<file path="src/rtl/cls_pkg.sv">
// Shared parameters and helpers for the command-mode load sequencer.
// Assumes: page counts are a power of two, so page wrap is natural overflow.
package cls_pkg;
    localparam int DEF_BLK_W  = 10;
    localparam int DEF_PAGE_W = 6;
    localparam int DEF_BUF_W  = 1;

    // Cause of a refused command, kept for readability of the controller.
    typedef enum logic [1:0] {
        REJ_NONE = 2'd0,
        REJ_PROG = 2'd1,
        REJ_BUSY = 2'd2
    } rej_cause_e;
endpackage

</file>
<file path="src/rtl/cls_addr_track.sv">
// Address tracker: holds the current block/page and a "fresh" flag telling
// whether the next accepted load must reuse the seeded address as-is.
// Assumes: boot beats register writes, which beat load advance in one cycle.
module cls_addr_track #(
    parameter int BLK_W  = cls_pkg::DEF_BLK_W,
    parameter int PAGE_W = cls_pkg::DEF_PAGE_W
) (
    input  logic              clk,
    input  logic              rst_n,
    input  logic              boot_i,
    input  logic              blk_wr_i,
    input  logic [BLK_W-1:0]  blk_i,
    input  logic              page_wr_i,
    input  logic [PAGE_W-1:0] page_i,
    input  logic              adv_i,
    output logic [BLK_W-1:0]  blk_o,
    output logic [PAGE_W-1:0] page_o
);
    localparam logic [PAGE_W-1:0] PAGE_ONE = PAGE_W'(1);

    logic              fresh_q;
    logic [BLK_W-1:0]  blk_q;
    logic [PAGE_W-1:0] page_q;

    // Update block, page and fresh flag by priority: boot, seed, advance.
    always_ff @(posedge clk) begin
        if (!rst_n) begin
            blk_q   <= '0;
            page_q  <= '0;
            fresh_q <= 1'b1;
        end else if (boot_i) begin
            blk_q   <= '0;
            page_q  <= '0;
            fresh_q <= 1'b1;
        end else if (blk_wr_i || page_wr_i) begin
            if (blk_wr_i)  blk_q  <= blk_i;
            if (page_wr_i) page_q <= page_i;
            fresh_q <= 1'b1;
        end else if (adv_i) begin
            if (!fresh_q) page_q <= page_q + PAGE_ONE;
            fresh_q <= 1'b0;
        end
    end

    assign blk_o  = blk_q;
    assign page_o = page_q;

    // boot returns the address to the origin.
    p_boot_origin_r1: assert property (@(posedge clk) disable iff (!rst_n)
        boot_i |=> (blk_q == '0 && page_q == '0));

    // advance never alters the block field.
    p_blk_hold_r4: assert property (@(posedge clk) disable iff (!rst_n)
        (!boot_i && !blk_wr_i) |=> $stable(blk_q));

    // page only moves by one modulo the block size when advancing.
    p_page_step_r3: assert property (@(posedge clk) disable iff (!rst_n)
        (!boot_i && !blk_wr_i && !page_wr_i && adv_i && !fresh_q)
            |=> page_q == $past(page_q) + PAGE_ONE);

    // a seeded address is used once without advance.
    p_seed_kept_r2: assert property (@(posedge clk) disable iff (!rst_n)
        (!boot_i && !blk_wr_i && !page_wr_i && adv_i && fresh_q) |=> $stable(page_q));
endmodule

</file>
<file path="src/rtl/cls_load_ctrl.sv">
// Load controller: accepts a load only when nothing is outstanding, issues a
// one-cycle request, and flags program strobes and busy loads as refused.
// Assumes: load_done_i arrives only for an outstanding load.
module cls_load_ctrl (
    input  logic clk,
    input  logic rst_n,
    input  logic load_i,
    input  logic prog_i,
    input  logic done_i,
    output logic accept_o,
    output logic req_o,
    output logic rej_o
);
    import cls_pkg::*;

    logic       busy_q;
    logic       req_q;
    logic       rej_q;
    rej_cause_e cause;

    assign accept_o = load_i && !busy_q;

    // Classify this cycle's strobes into a refusal cause.
    always_comb begin
        cause = REJ_NONE;
        if (prog_i)                cause = REJ_PROG;
        else if (load_i && busy_q) cause = REJ_BUSY;
    end

    // Track the outstanding load: set on accept, clear on done.
    always_ff @(posedge clk) begin
        if (!rst_n)        busy_q <= 1'b0;
        else if (accept_o) busy_q <= 1'b1;
        else if (done_i)   busy_q <= 1'b0;
    end

    // Register the request and refusal pulses.
    always_ff @(posedge clk) begin
        if (!rst_n) begin
            req_q <= 1'b0;
            rej_q <= 1'b0;
        end else begin
            req_q <= accept_o;
            rej_q <= (cause != REJ_NONE);
        end
    end

    assign req_o = req_q;
    assign rej_o = rej_q;

    // program strobe is always refused.
    p_prog_rej_r6: assert property (@(posedge clk) disable iff (!rst_n)
        prog_i |=> rej_q);

    // no request while a load is outstanding.
    p_one_outstanding_r7: assert property (@(posedge clk) disable iff (!rst_n)
        (busy_q && load_i) |=> (!req_q && rej_q));

    // request lasts a single cycle.
    p_req_pulse_r8: assert property (@(posedge clk) disable iff (!rst_n)
        req_q |=> !req_q);
endmodule

</file>
<file path="src/rtl/cmd_load_seq.sv">
// Top of the command-mode page load sequencer. Joins the address tracker and
// the load controller; the buffer index is fixed at zero for this path.
// Assumes: strobes are single-cycle and synchronous to clk.
module cmd_load_seq #(
    parameter int BLK_W  = cls_pkg::DEF_BLK_W,
    parameter int PAGE_W = cls_pkg::DEF_PAGE_W,
    parameter int BUF_W  = cls_pkg::DEF_BUF_W
) (
    input  logic              clk,
    input  logic              rst_n,
    input  logic              boot_done_i,
    input  logic              reg_blk_wr_i,
    input  logic [BLK_W-1:0]  reg_blk_i,
    input  logic              reg_page_wr_i,
    input  logic [PAGE_W-1:0] reg_page_i,
    input  logic              cmd_load_i,
    input  logic              cmd_prog_i,
    input  logic              load_done_i,
    output logic              ld_req_o,
    output logic [BLK_W-1:0]  ld_blk_o,
    output logic [PAGE_W-1:0] ld_page_o,
    output logic [BUF_W-1:0]  ld_buf_o,
    output logic              cmd_rej_o
);
    logic accept;

    cls_load_ctrl u_ctrl (
        .clk      (clk),
        .rst_n    (rst_n),
        .load_i   (cmd_load_i),
        .prog_i   (cmd_prog_i),
        .done_i   (load_done_i),
        .accept_o (accept),
        .req_o    (ld_req_o),
        .rej_o    (cmd_rej_o)
    );

    cls_addr_track #(.BLK_W(BLK_W), .PAGE_W(PAGE_W)) u_addr (
        .clk       (clk),
        .rst_n     (rst_n),
        .boot_i    (boot_done_i),
        .blk_wr_i  (reg_blk_wr_i),
        .blk_i     (reg_blk_i),
        .page_wr_i (reg_page_wr_i),
        .page_i    (reg_page_i),
        .adv_i     (accept),
        .blk_o     (ld_blk_o),
        .page_o    (ld_page_o)
    );

    // Every command-mode load goes to buffer zero.
    assign ld_buf_o = '0;

    // nothing is requested or refused in the cycle after reset.
    p_reset_quiet_r9: assert property (@(posedge clk)
        !rst_n |=> (!ld_req_o && !cmd_rej_o && ld_blk_o == '0 && ld_page_o == '0));
endmodule

</file>
<file path="config.mk">
export PLATFORM = sky130hd
export DESIGN_NAME = cmd_load_seq
export DESIGN_NICKNAME = d
export VERILOG_FILES = /design/src/rtl/cls_pkg.sv /design/src/rtl/cls_addr_track.sv /design/src/rtl/cls_load_ctrl.sv /design/src/rtl/cmd_load_seq.sv
export SDC_FILE = /design/constraint.sdc
export NUM_CORES = 1
export LEC_CHECK = 0
export ABC_AREA = 1
export BUFFER_PORTS_ARGS = -buffer_cell sky130_fd_sc_hd__buf_4
export CORE_AREA = 2 2 63 65
export DETAILED_ROUTE_END_ITERATION = 12
export DIE_AREA = 0 0 65 67
export SYNTH_ARGS = -nofsm -noshare
export SYNTH_HDL_FRONTEND = slang
export SYNTH_SLANG_ARGS = --single-unit
</file>
<file path="constraint.sdc">
create_clock -name clk -period 1.8 [get_ports clk]
set_input_delay 0.27 -clock clk [delete_from_list [all_inputs] [get_ports clk]]
set_output_delay 0.27 -clock clk [all_outputs]
set_load 0.05 [all_outputs]
</file>
### Word level (Yosys, flattened, before mapping)

Cells that the tools add are included.
W data, S select, Z words.

* reduce and logical (&&, ||, !) cells: 11
* add/sub/neg operators: 1
* multiplexer cells: 8
* eq/ne operators: 2
* bitwise logic cells: 1

Operator list (count)
* $mux W6: 4
* $add A6 B1 Y6 const B: 1
* $reduce_bool A2 Y1: 3
* $mux W2: 2
* $ne A2 B2 Y1 const B: 2
* $reduce_and A3 Y1: 1
* $reduce_or A3 Y1: 1
* $logic_and A1 B1 Y1: 2
* $mux W1: 2
* $reduce_and A2 Y1: 1
* $reduce_or A2 Y1: 1
* $logic_not A1 Y1: 1
* $logic_or A1 B1 Y1: 1
* $not A1 Y1: 1

* word-level logic and storage cells: 29
* bits in registers: 20
* output and inout port bits: 19

### Depth between registers and ports, before layout

* depth in word-level cells: 4
* depth in mapped cells: 8

### Modules after synthesis

From an unflattened synthesis, not the netlist that was laid out.

* cell total of the unflattened synthesis: 121
* area, all modules: 903.4 um2

By module, submodules not included
* cls_addr_track: cells each 104, area an instance 779.5 um2, times used 1, seq. area each 340.3 um2
* cls_load_ctrl: cells each 15, area an instance 112.6 um2, times used 1, seq. area each 60.1 um2
* cmd_load_seq: cells each 2, area an instance 11.3 um2, times used 1, seq. area each 0.0 um2

### Worst setup path before layout

No wires, ideal clock.

* path type: reg-to-reg
* start: register u_addr.page_q[0] (netlist: u_addr.page_o[0])
* end: register u_addr.page_q[4] (netlist: u_addr.page_o[4])
* setup time: 0.070 ns
* arrival: 1.379 ns
* path slack: 0.351 ns
* clock period less this slack: 1.449 ns
* stages on the path, launching flop included: 6
* buffers on the path: 0
* cells stage by stage: dfxtp_1 ha_1 nand3_1 xnor2_1 nand2_1 a21oi_1

* word-level cells in the longest chain between the ends: 4

Ends and longest elaborated chain
* start, declared: RTL line cls_addr_track.sv:23 `logic [PAGE_W-1:0] page_q;`
* start signal, assigned: RTL line cls_addr_track.sv:37 `if (page_wr_i) page_q <= page_i;`
* start signal, assigned: RTL line cls_addr_track.sv:40 `if (!fresh_q) page_q <= page_q + PAGE_ONE;`
* $add A6 B1 Y6: RTL line cls_addr_track.sv:40
* $mux W6: RTL line cls_addr_track.sv:40
* $mux W6: RTL line cls_addr_track.sv:39 `end else if (adv_i) begin`
* $mux W6: RTL line cls_addr_track.sv:35 `end else if (blk_wr_i || page_wr_i) begin`

No other way between the ends. The select of a mux whose other input is x is not followed.
A chain may end at the register's enable or synchronous reset.

### Worst setup path in the final report

* start: register u_addr.page_q[2] (netlist: u_addr.page_o[2])
* end: output ld_page_o[2]

RTL lines
* end, declared: RTL line cmd_load_seq.sv:21 `output logic [PAGE_W-1:0] ld_page_o,`

No word-level cell between the ends.

==> summary.txt <==
status: finished clean
Worst VDD drop: 0.200 mV
Die W: 65 um
Yosys top cell area share: 45.2%
GRT Total Usage: 9.77%
CP required: 1530 ps
max incr delay on CP: 450 ps
Via density: 4.08
max-slew violations: 0
Synth Cell Area: 886 sq um
Max Root-Sink Buffers: 2
CORE AREA: 0.00361 sq mm
fin crit share: 67.3%
vias in the first global route: 799
Slowest-stage cell, CP: dfxtp_1
Tot Pwr: 1.01 mW
worst skew pair latency: 250 ps
Fillers: 394
worst path cell trace: buf_4
first-pass GRT wire length: 3300 um
synth unique cells: 24
Avg WL per Cell: 10.2 um
IO Port Bufs: 41
Setup TNS Final: 0 ps
mean post-synth cell area: 7.64 sq um
CTS Hold Buffers Added: 0
Ant. Diodes: 0
cts bufs inserted: 3
Syn-to-layout area delta: 45.8%
Routed WL: 2100 um
layout cell share with drive strength beyond 1: 36.7%
I/O pins: 43
P_leak: 0.583 nW
die area: 0.00436 sq mm
commonest non-fill, non-tap cell in the layout: buf_4
Fin Clk Skew: 2.09 ps
delay-heaviest family, CP: flip-flops
die height: 67 um
Resized Gates After CTS: 0
worst hold path type: input port to flop
PwrDens: 779 mW/mm^2
Reg clk slew, reported paths: 70 ps
crit end category: primary output
vias: 840
nets: 184
CTS H-tree lvls: 1
CP Launch Type: flop
Yosys reg bits: 20
setup repair bufs after CTS: 0
Initial DRC Count: 36
Achievable Freq: 0.825 GHz
Seq/Total Area, Yosys: 45.2%
final instance area: 0.00129 sq mm
warnings from Yosys: 0
Syn Inst Count: 116
largest net degree at the start of global routing: 14
Congestion Overflow GR: 0
Area contributors post-synth: dfxtp_1 (45%), nand2_1 (14%), a21oi_1 (9.0%)
worst path buffer plus inverter count: 1
WS Path Type: flop to primary output
clock sink total: 20
# DRC: 0
Clock Tree Root: clkbuf_8
hold_ws: 220 ps
DP Area: 0.00124 sq mm
Period minus WS final: 1210 ps
initial antenna violation count: 0
RSZ-0062 raised after global routing: false
hpwl dp: 1630 um
Worst Path Arrival: 940 ps
Final Setup Violations: 0
antenna viol nets, final: 0
max-cap violation count: 0
CTS tree: done
gpl congestion: 0.821
CP Max Fanout: 6
Synthesized Nets: 141
FP Rows: 22
most frequent cells in the layout: buf_4 (41), nand2_1 (33), dfxtp_1 (20)
Initial Util: 24.6%
Yosys top cell by area: dfxtp_1
total iterations of the first detailed-routing run: 4
Final Hold Viols: 0
metal layers:
layer	share of wire [%]	up-vias	GRT usage, %	wire length [um]
met2	50	16	17.0	1040
met5	0	-	0	0
met3	4.6	2	2.70	96
met4	0.38	0	3.19	8
met1	45	370	11.5	953
li1	-	452	-	-
logic make-up (layout without fill, tap and decap cells):
kind of cell               Yosys count  count (layout)  synth area share, %
and+or+nand+nor                     49              49                 25.1
other                                1               1                0.423
AOI/OAI and AO/OA                   27              27                 17.5
xor gates and xnor gates             3               3                 2.97
buffers and inverters               15              57                 7.34
DFF                                 20              20                 45.2
adders and majority gates            1               1                 1.41
area by class of cell:
| class | instances | area, sq um | area share, % |
|---|---|---|---|
| timing repair buffer | 41 | 308 | 23.8 |
| tap | 48 | 60.1 | 4.65 |
| sequential | 20 | 400 | 31.0 |
| multi-input combinational | 81 | 420 | 32.6 |
| clock buffer | 4 | 55.1 | 4.26 |
| inverter | 12 | 47.5 | 3.68 |
state kept, by name, summed over array words and instances, names as in the netlist:
register,count
u_addr.blk_o,10
u_addr.fresh_q,1
u_ctrl.req_o,1
u_ctrl.busy_q,1
u_ctrl.rej_o,1
u_addr.page_o,6
path summary, 6_finish.rpt:
check                        start  depth (start not counted)                to  slack [ps]
hold / removal          cmd_prog_i                          3      u_ctrl.rej_o         220
setup reg to reg  u_addr.page_o[0]                          5  u_addr.page_o[4]         670
setup / recovery  u_addr.page_o[2]                          1      ld_page_o[2]         590
hold reg to reg    u_addr.blk_o[9]                          2   u_addr.blk_o[9]         470
power breakdown:
group / leakage [nW] / switching, mW / internal (mW)
Sequential: 0.164 / 0.0138 / 0.460
Clock: 0.0288 / 0.142 / 0.194
Combinational: 0.390 / 0.120 / 0.0750
cells in the mapped netlist:
library cell  count
nand2_1          33
dfxtp_1          20
a21oi_1          16
inv_1             9
nand3_1           5
nor2_1            4
o21ai_0           4
nor2_2            3
a21oi_2           2
a31oi_1           2
buf_2             2
nor2_4            2
o21ai_2           2
xnor2_1           2
buf_4             1
clkinv_1          1
conb_1            1
ha_1              1
inv_2             1
inv_4             1
nand2_2           1
nand2_4           1
o21bai_1          1
xor2_1            1
stage by stage:
stage,setup WS (ps),cells,utilization [%]
floorplan,351,116,-
global placement,647,202,34.3
detailed placement,626,202,34.3
CTS,580,206,35.8
global route,555,206,35.8
finish,588,206,35.8
Note: power is estimated with default switching activity, not from simulation.
